## config.mk

```make
export PLATFORM = sky130hd
export DESIGN_NAME = vid656_rx_filter
export DESIGN_NICKNAME = d
export VERILOG_FILES = /design/src/rtl/vid656_pkg.sv /design/src/rtl/vid656_delay.sv /design/src/rtl/vid656_trs_detect.sv /design/src/rtl/vid656_line_track.sv /design/src/rtl/vid656_gate.sv /design/src/rtl/vid656_rx_filter.sv
export SDC_FILE = /design/constraint.sdc
export NUM_CORES = 1
export LEC_CHECK = 0
export BUFFER_PORTS_ARGS = -buffer_cell sky130_fd_sc_hd__buf_2
export CAP_MARGIN = 20
export CORE_AREA = 2 2 89 91
export DETAILED_ROUTE_END_ITERATION = 8
export DIE_AREA = 0 0 91 93
export PLACE_DENSITY_LB_ADDON = 0.1
export SYNTH_ARGS = -nofsm -noshare
export SYNTH_HDL_FRONTEND = slang
export SYNTH_HIERARCHICAL = 1
export SYNTH_SLANG_ARGS = --single-unit
```

## constraint.sdc

```tcl
create_clock -name clk -period 9.3 [get_ports clk]
set_input_delay 0.93 -clock clk [delete_from_list [all_inputs] [get_ports clk]]
set_output_delay 0.93 -clock clk [all_outputs]
set_load 0.03 [all_outputs]
```

## src/rtl/vid656_pkg.sv

```systemverilog
package vid656_pkg;

    localparam int ELEM_W   = 10;
    localparam int NARROW_W = 8;
    localparam int LEAD_LEN = 3;

    typedef enum logic [1:0] {
        CAP_ACTIVE   = 2'd0,
        CAP_VBLANK   = 2'd1,
        CAP_FULL     = 2'd2,
        CAP_FULL_ALT = 2'd3
    } cap_mode_e;

    typedef struct packed {
        logic field;
        logic vblank;
        logic hflag;
    } trs_flags_t;

    typedef struct packed {
        logic field;
        logic vblank;
        logic hblank;
        logic sol_pend;
    } line_state_t;

    localparam line_state_t LINE_RESET = '{field: 1'b0, vblank: 1'b0, hblank: 1'b1, sol_pend: 1'b0};

    function automatic logic [ELEM_W-1:0] norm_elem(input logic [ELEM_W-1:0] raw, input logic wide);
        return wide ? raw : {{(ELEM_W-NARROW_W){1'b0}}, raw[NARROW_W-1:0]};
    endfunction

    function automatic trs_flags_t decode_status(input logic [ELEM_W-1:0] w, input logic wide);
        trs_flags_t f;
        if (wide) begin
            f.field  = w[ELEM_W-2];
            f.vblank = w[ELEM_W-3];
            f.hflag  = w[ELEM_W-4];
        end else begin
            f.field  = w[NARROW_W-2];
            f.vblank = w[NARROW_W-3];
            f.hflag  = w[NARROW_W-4];
        end
        return f;
    endfunction

endpackage

```

## src/rtl/vid656_delay.sv

```systemverilog
module vid656_delay #(
    parameter int W     = vid656_pkg::ELEM_W,
    parameter int DEPTH = vid656_pkg::LEAD_LEN
) (
    input  logic                      clk,
    input  logic                      rst,
    input  logic                      adv,
    input  logic [W-1:0]              din,
    output logic [DEPTH-1:0][W-1:0]   taps,
    output logic [DEPTH-1:0]          tap_vld
);
    always_ff @(posedge clk) begin
        if (rst) begin
            taps    <= '0;
            tap_vld <= '0;
        end else if (adv) begin
            taps[0]    <= din;
            tap_vld[0] <= 1'b1;
            for (int i = 1; i < DEPTH; i++) begin
                taps[i]    <= taps[i-1];
                tap_vld[i] <= tap_vld[i-1];
            end
        end
    end
endmodule

```

## src/rtl/vid656_trs_detect.sv

```systemverilog
module vid656_trs_detect
    import vid656_pkg::*;
#(
    parameter int W     = ELEM_W,
    parameter int NW    = NARROW_W,
    parameter int DEPTH = LEAD_LEN
) (
    input  logic                      adv,
    input  logic                      wide,
    input  logic [W-1:0]              din,
    input  logic [DEPTH-1:0][W-1:0]   taps,
    input  logic [DEPTH-1:0]          tap_vld,
    output logic                      hit,
    output trs_flags_t                flags
);
    localparam int OLDEST = DEPTH - 1;

    logic [DEPTH-2:0] mid_zero;
    logic             lead_ones;
    logic             stat_msb;

    for (genvar g = 0; g < DEPTH - 1; g++) begin : g_mid
        assign mid_zero[g] = (taps[g] == '0);
    end

    always_comb begin
        if (wide) begin
            lead_ones = (taps[OLDEST] == {W{1'b1}});
            stat_msb  = din[W-1];
        end else begin
            lead_ones = (taps[OLDEST][NW-1:0] == {NW{1'b1}});
            stat_msb  = din[NW-1];
        end
        hit   = adv && (&tap_vld) && lead_ones && (&mid_zero) && stat_msb;
        flags = decode_status(din, wide);
    end
endmodule

```

## src/rtl/vid656_line_track.sv

```systemverilog
module vid656_line_track
    import vid656_pkg::*;
#(
    parameter int DEPTH = LEAD_LEN
) (
    input  logic        clk,
    input  logic        rst,
    input  logic        adv,
    input  logic        hit,
    input  trs_flags_t  flags,
    input  logic        fwd,
    output line_state_t st_mid,
    output logic        is_ctl
);
    localparam int CW = $clog2(DEPTH + 1);

    line_state_t   st_q;
    line_state_t   st_d;
    logic [CW-1:0] ctl_left;

    always_comb begin
        st_mid = st_q;
        if (hit) begin
            if (flags.hflag) begin
                st_mid.hblank = 1'b1;
            end else begin
                st_mid.hblank   = 1'b0;
                st_mid.field    = flags.field;
                st_mid.vblank   = flags.vblank;
                st_mid.sol_pend = 1'b1;
            end
        end
        st_d          = st_mid;
        st_d.sol_pend = st_mid.sol_pend & ~fwd;
    end

    assign is_ctl = hit || (ctl_left != '0);

    always_ff @(posedge clk) begin
        if (rst) begin
            st_q     <= LINE_RESET;
            ctl_left <= '0;
        end else if (adv) begin
            st_q <= st_d;
            if (hit)
                ctl_left <= CW'(DEPTH);
            else if (ctl_left != '0)
                ctl_left <= ctl_left - 1'b1;
        end
    end
endmodule

```

## src/rtl/vid656_gate.sv

```systemverilog
module vid656_gate
    import vid656_pkg::*;
(
    input  cap_mode_e   mode,
    input  logic        tap_ok,
    input  logic        is_ctl,
    input  line_state_t st,
    output logic        fwd
);
    always_comb begin
        unique case (mode)
            CAP_ACTIVE: fwd = tap_ok && !is_ctl && !st.hblank && !st.vblank;
            CAP_VBLANK: fwd = tap_ok && st.vblank;
            default:    fwd = tap_ok;
        endcase
    end
endmodule

```

## src/rtl/vid656_rx_filter.sv

```systemverilog
module vid656_rx_filter
    import vid656_pkg::*;
#(
    parameter int W     = ELEM_W,
    parameter int NW    = NARROW_W,
    parameter int DEPTH = LEAD_LEN
) (
    input  logic          clk,
    input  logic          rst,
    input  logic          in_valid,
    input  logic [W-1:0]  in_data,
    input  logic          cfg_wide,
    input  logic [1:0]    cfg_mode,
    output logic          out_valid,
    output logic [W-1:0]  out_data,
    output logic          out_sol,
    output logic          out_field,
    output logic          out_vblank
);
    localparam int OLDEST = DEPTH - 1;

    logic [W-1:0]            din_n;
    logic [DEPTH-1:0][W-1:0] taps;
    logic [DEPTH-1:0]        tap_vld;
    logic                    hit;
    trs_flags_t              flags;
    line_state_t             st_mid;
    logic                    is_ctl;
    logic                    fwd;

    assign din_n = norm_elem(in_data, cfg_wide);

    vid656_delay #(.W(W), .DEPTH(DEPTH)) delay_i (
        .clk(clk), .rst(rst), .adv(in_valid), .din(din_n),
        .taps(taps), .tap_vld(tap_vld)
    );

    vid656_trs_detect #(.W(W), .NW(NW), .DEPTH(DEPTH)) detect_i (
        .adv(in_valid), .wide(cfg_wide), .din(din_n), .taps(taps),
        .tap_vld(tap_vld), .hit(hit), .flags(flags)
    );

    vid656_line_track #(.DEPTH(DEPTH)) track_i (
        .clk(clk), .rst(rst), .adv(in_valid), .hit(hit), .flags(flags),
        .fwd(fwd), .st_mid(st_mid), .is_ctl(is_ctl)
    );

    vid656_gate gate_i (
        .mode(cap_mode_e'(cfg_mode)), .tap_ok(in_valid && tap_vld[OLDEST]),
        .is_ctl(is_ctl), .st(st_mid), .fwd(fwd)
    );

    always_ff @(posedge clk) begin
        if (rst) begin
            out_valid  <= 1'b0;
            out_data   <= '0;
            out_sol    <= 1'b0;
            out_field  <= 1'b0;
            out_vblank <= 1'b0;
        end else begin
            out_valid <= fwd;
            out_sol   <= fwd && st_mid.sol_pend;
            if (fwd) begin
                out_data   <= taps[OLDEST];
                out_field  <= st_mid.field;
                out_vblank <= st_mid.vblank;
            end
        end
    end
endmodule

```

==> out/summary.txt <==
status: complete, no violations
pwr/cell area: 164 nW/um^2
drt pass-1 iters: 4
RSZ-0062 raised after global routing: no
TNS Setup: 0 ns
Final Critical Period: 4.49 ns
final-layout fill cell count: 819
critical path type: input pin to flop
crit share post-route: 0.483
row count: 32
die area: 8460 um^2
synth top area cells: dfxtp_1 49%, mux2i_1 20%, nor2_1 8.0%, mux2_2 3.1%, buf_12 2.8%
Synth area leader: dfxtp_1
maximum number of pins on one net before global-route repair: 53
vias in the first global route: 1420
Synth Flop Type: dfxtp_1
final hold slack: 0.464 ns
CP Cell Sequence: buf_2 > buf_4 > nand4_1 > or4_1 > nor3_2 > nor2b_4 > mux2_2 > or4_1 > a21boi_1 > buf_4 > mux2i_1 > nor2_1
clock skew: 0.0109 ns
# setup viols final: 0
antenna diode count: 0
worst setup path endpoint: out_data[1]
grt peak-use layer: met2
via/cell ratio: 4.41
Critical Path Max Stage Delay: 0.54 ns
Worst path slowest cell: or4_1
post-cts hold buffer count: 0
Pleak: 0.000988 uW
met1 Usage GRT: 0.163
Hold Path Class: flop to flop
crit path launch: in_valid
Die Ht: 93 um
commonest cells in the netlist: 53 x dfxtp_1, 46 x nor2_1, 44 x mux2i_1
number of synthesized flops with an enable pin: 0
syn_area_per_cell: 10.5 um^2
Hold Vio Cnt, Final: 0
Least-Margin Pin Slew: 0.947 ns
CP Data Arrival Time: 4.65 ns
vias: 1468
Area Overhead vs Synth: 11.1%
total core area: 7530 um^2
drt total wl: 4530 um
Max Fclk: 223 MHz
grt met2 use: 0.168
postcts setup bufs: 0
Worst-path clk slew: 0.09 ns
number of I/O port buffers: 29
FF+latch count, synth: 53
synthesized area: 2170 um^2
max-cap check violation count: 0
root buf cell: clkbuf_8
Max IR drop VDD: 0.0631 mV
Final Worst Setup Slack: 4.81 ns
reg2reg end: out_data[1]
global route overflow: 0
Inserted Clock Buffers: 5
CTS tree: built
syn nets: 223
post-route insts no fill: 333
Die X: 91 um
Remaining DRCs: 0
Placed Cells: 325
share of the synthesized area in the top cell type: 0.489
GR met3 Demand/Resource: 0.0306
top-count cell post-synth: dfxtp_1
sequential area share after synthesis: 0.489
reg-to-reg setup timing slack: 5.34 ns
CTS Buffer Depth: 2
Setup crit start kind: input pin
initial core utilization: 0.288
layout cell share with drive strength beyond 1: 0.212
gr usage total: 0.115
DR iter-0 viols: 49
synth unique cells: 35
Post-DRT Antenna Nets: 0
worst reg2reg path startpoint: delay_i/taps[0]
first-pass GRT wire length: 7620 um
Crit Path Max Fanout: 43
DP Wirelength: 3160 um
Clock Sink Count: 53
initial antenna violation count: 0
I/O Pins: 30
H-Tree Level Count: 2
relative slew slack: 0.368
fin nets: 247
post-CTS sizing: 0
CP endpoint kind: flop
Worst-Skew Late Latency: 0.31 ns
Required @ worst endpoint: 9.46 ns
RD Place Congestion: 0.662
routed len/inst: 13.6 um
Worst R2R Path Depth: 10
pre-CTS setup slack: 4.44 ns
cells after synthesis: 206
Async SR Flop Fraction: 0
pins over their slew limit: 0
Yosys warning count: 6
## cell families after synthesis
| logic type | Yosys count | share of synthesized area |
|---|---|---|
| compound gates | 12 | 0.0380 |
| fa+ha+maj | 1 | 0.00576 |
| buf+inv | 17 | 0.0657 |
| flops | 53 | 0.489 |
| mux | 50 | 0.234 |
| simple gates | 73 | 0.168 |
## worst min-delay path by stage
stage / from / to / cells after the start
after global placement: track_i/st_q[3] / track_i/st_q[3] / 2
after global routing: track_i/st_q[2] / track_i/st_q[2] / 2
after detailed placement: track_i/st_q[2] / track_i/st_q[2] / 2
final: track_i/st_q[2] / track_i/st_q[2] / 2
after CTS: track_i/st_q[2] / track_i/st_q[2] / 2
after floorplan: track_i/st_q[2] / track_i/st_q[2] / 2
## registers in the layout, indices dropped and copies added (netlist names)
signal / count
track_i/ctl_left: 2
delay_i/taps: 30
out_field: 1
out_valid: 1
out_vblank: 1
delay_i/tap_vld: 3
out_sol: 1
track_i/st_q: 4
out_data: 10
## stage by stage
step           power (uW)  area (um^2)  utilization
2_1_floorplan         267         2170            -
3_3_place_gp          275         2330        0.309
5_1_grt               418         2410        0.320
6_report              396         2410        0.320
4_1_cts               405         2410        0.320
3_5_place_dp          274         2330        0.309
## placed cells by master (no fill, tap or decap), types with 2 or more instances in the layout
cell type / n
a21oi_1: 5
nand3_1: 2
buf_2: 29
clkbuf_1: 2
or4_1: 2
and2_1: 4
nor2b_1: 2
mux2_2: 6
inv_1: 3
nor2_1: 46
dfxtp_1: 53
nand2_1: 2
buf_4: 2
nand4b_1: 2
a211oi_1: 2
mux2i_1: 44
clkbuf_8: 5
nand4_1: 2
a21o_2: 2
nor4_1: 3
## routing by layer
| layer | up-vias | wire [um] | part of all wire |
|---|---|---|---|
| met2 | 23 | 2060 | 0.45 |
| li1 | 757 | - | - |
| met3 | 5 | 157 | 0.035 |
| met4 | 0 | 69 | 0.015 |
| met5 | - | 0 | 0 |
| met1 | 683 | 2250 | 0.50 |
## power by group
group | internal (uW) | switching, uW | total (uW)
sequential | 233 | 5.25 | 238
combinational | 13.9 | 16.4 | 30.3
clock | 53.5 | 74.4 | 128
## final cells by class
class | count | area (um^2) | area share
Sequential cell | 53 | 1060 | 0.440
Multi-Input combinational cell | 136 | 967 | 0.401
Timing Repair Buffer | 31 | 160 | 0.0664
Tap cell | 102 | 128 | 0.0529
Clock buffer | 7 | 76.3 | 0.0317
Inverter | 3 | 11.3 | 0.00467
Clock inverter | 1 | 7.51 | 0.00311
## worst max-delay path, delay by kind of cell
kind / cells / cell delay [ns]
AO/OA/AOI/OAI: 1 / 0.39
AND/OR/NAND/NOR: 6 / 1.85
multiplexers: 2 / 0.57
buffers and inverters: 3 / 0.89
Note: power is estimated with default switching activity, not from simulation.
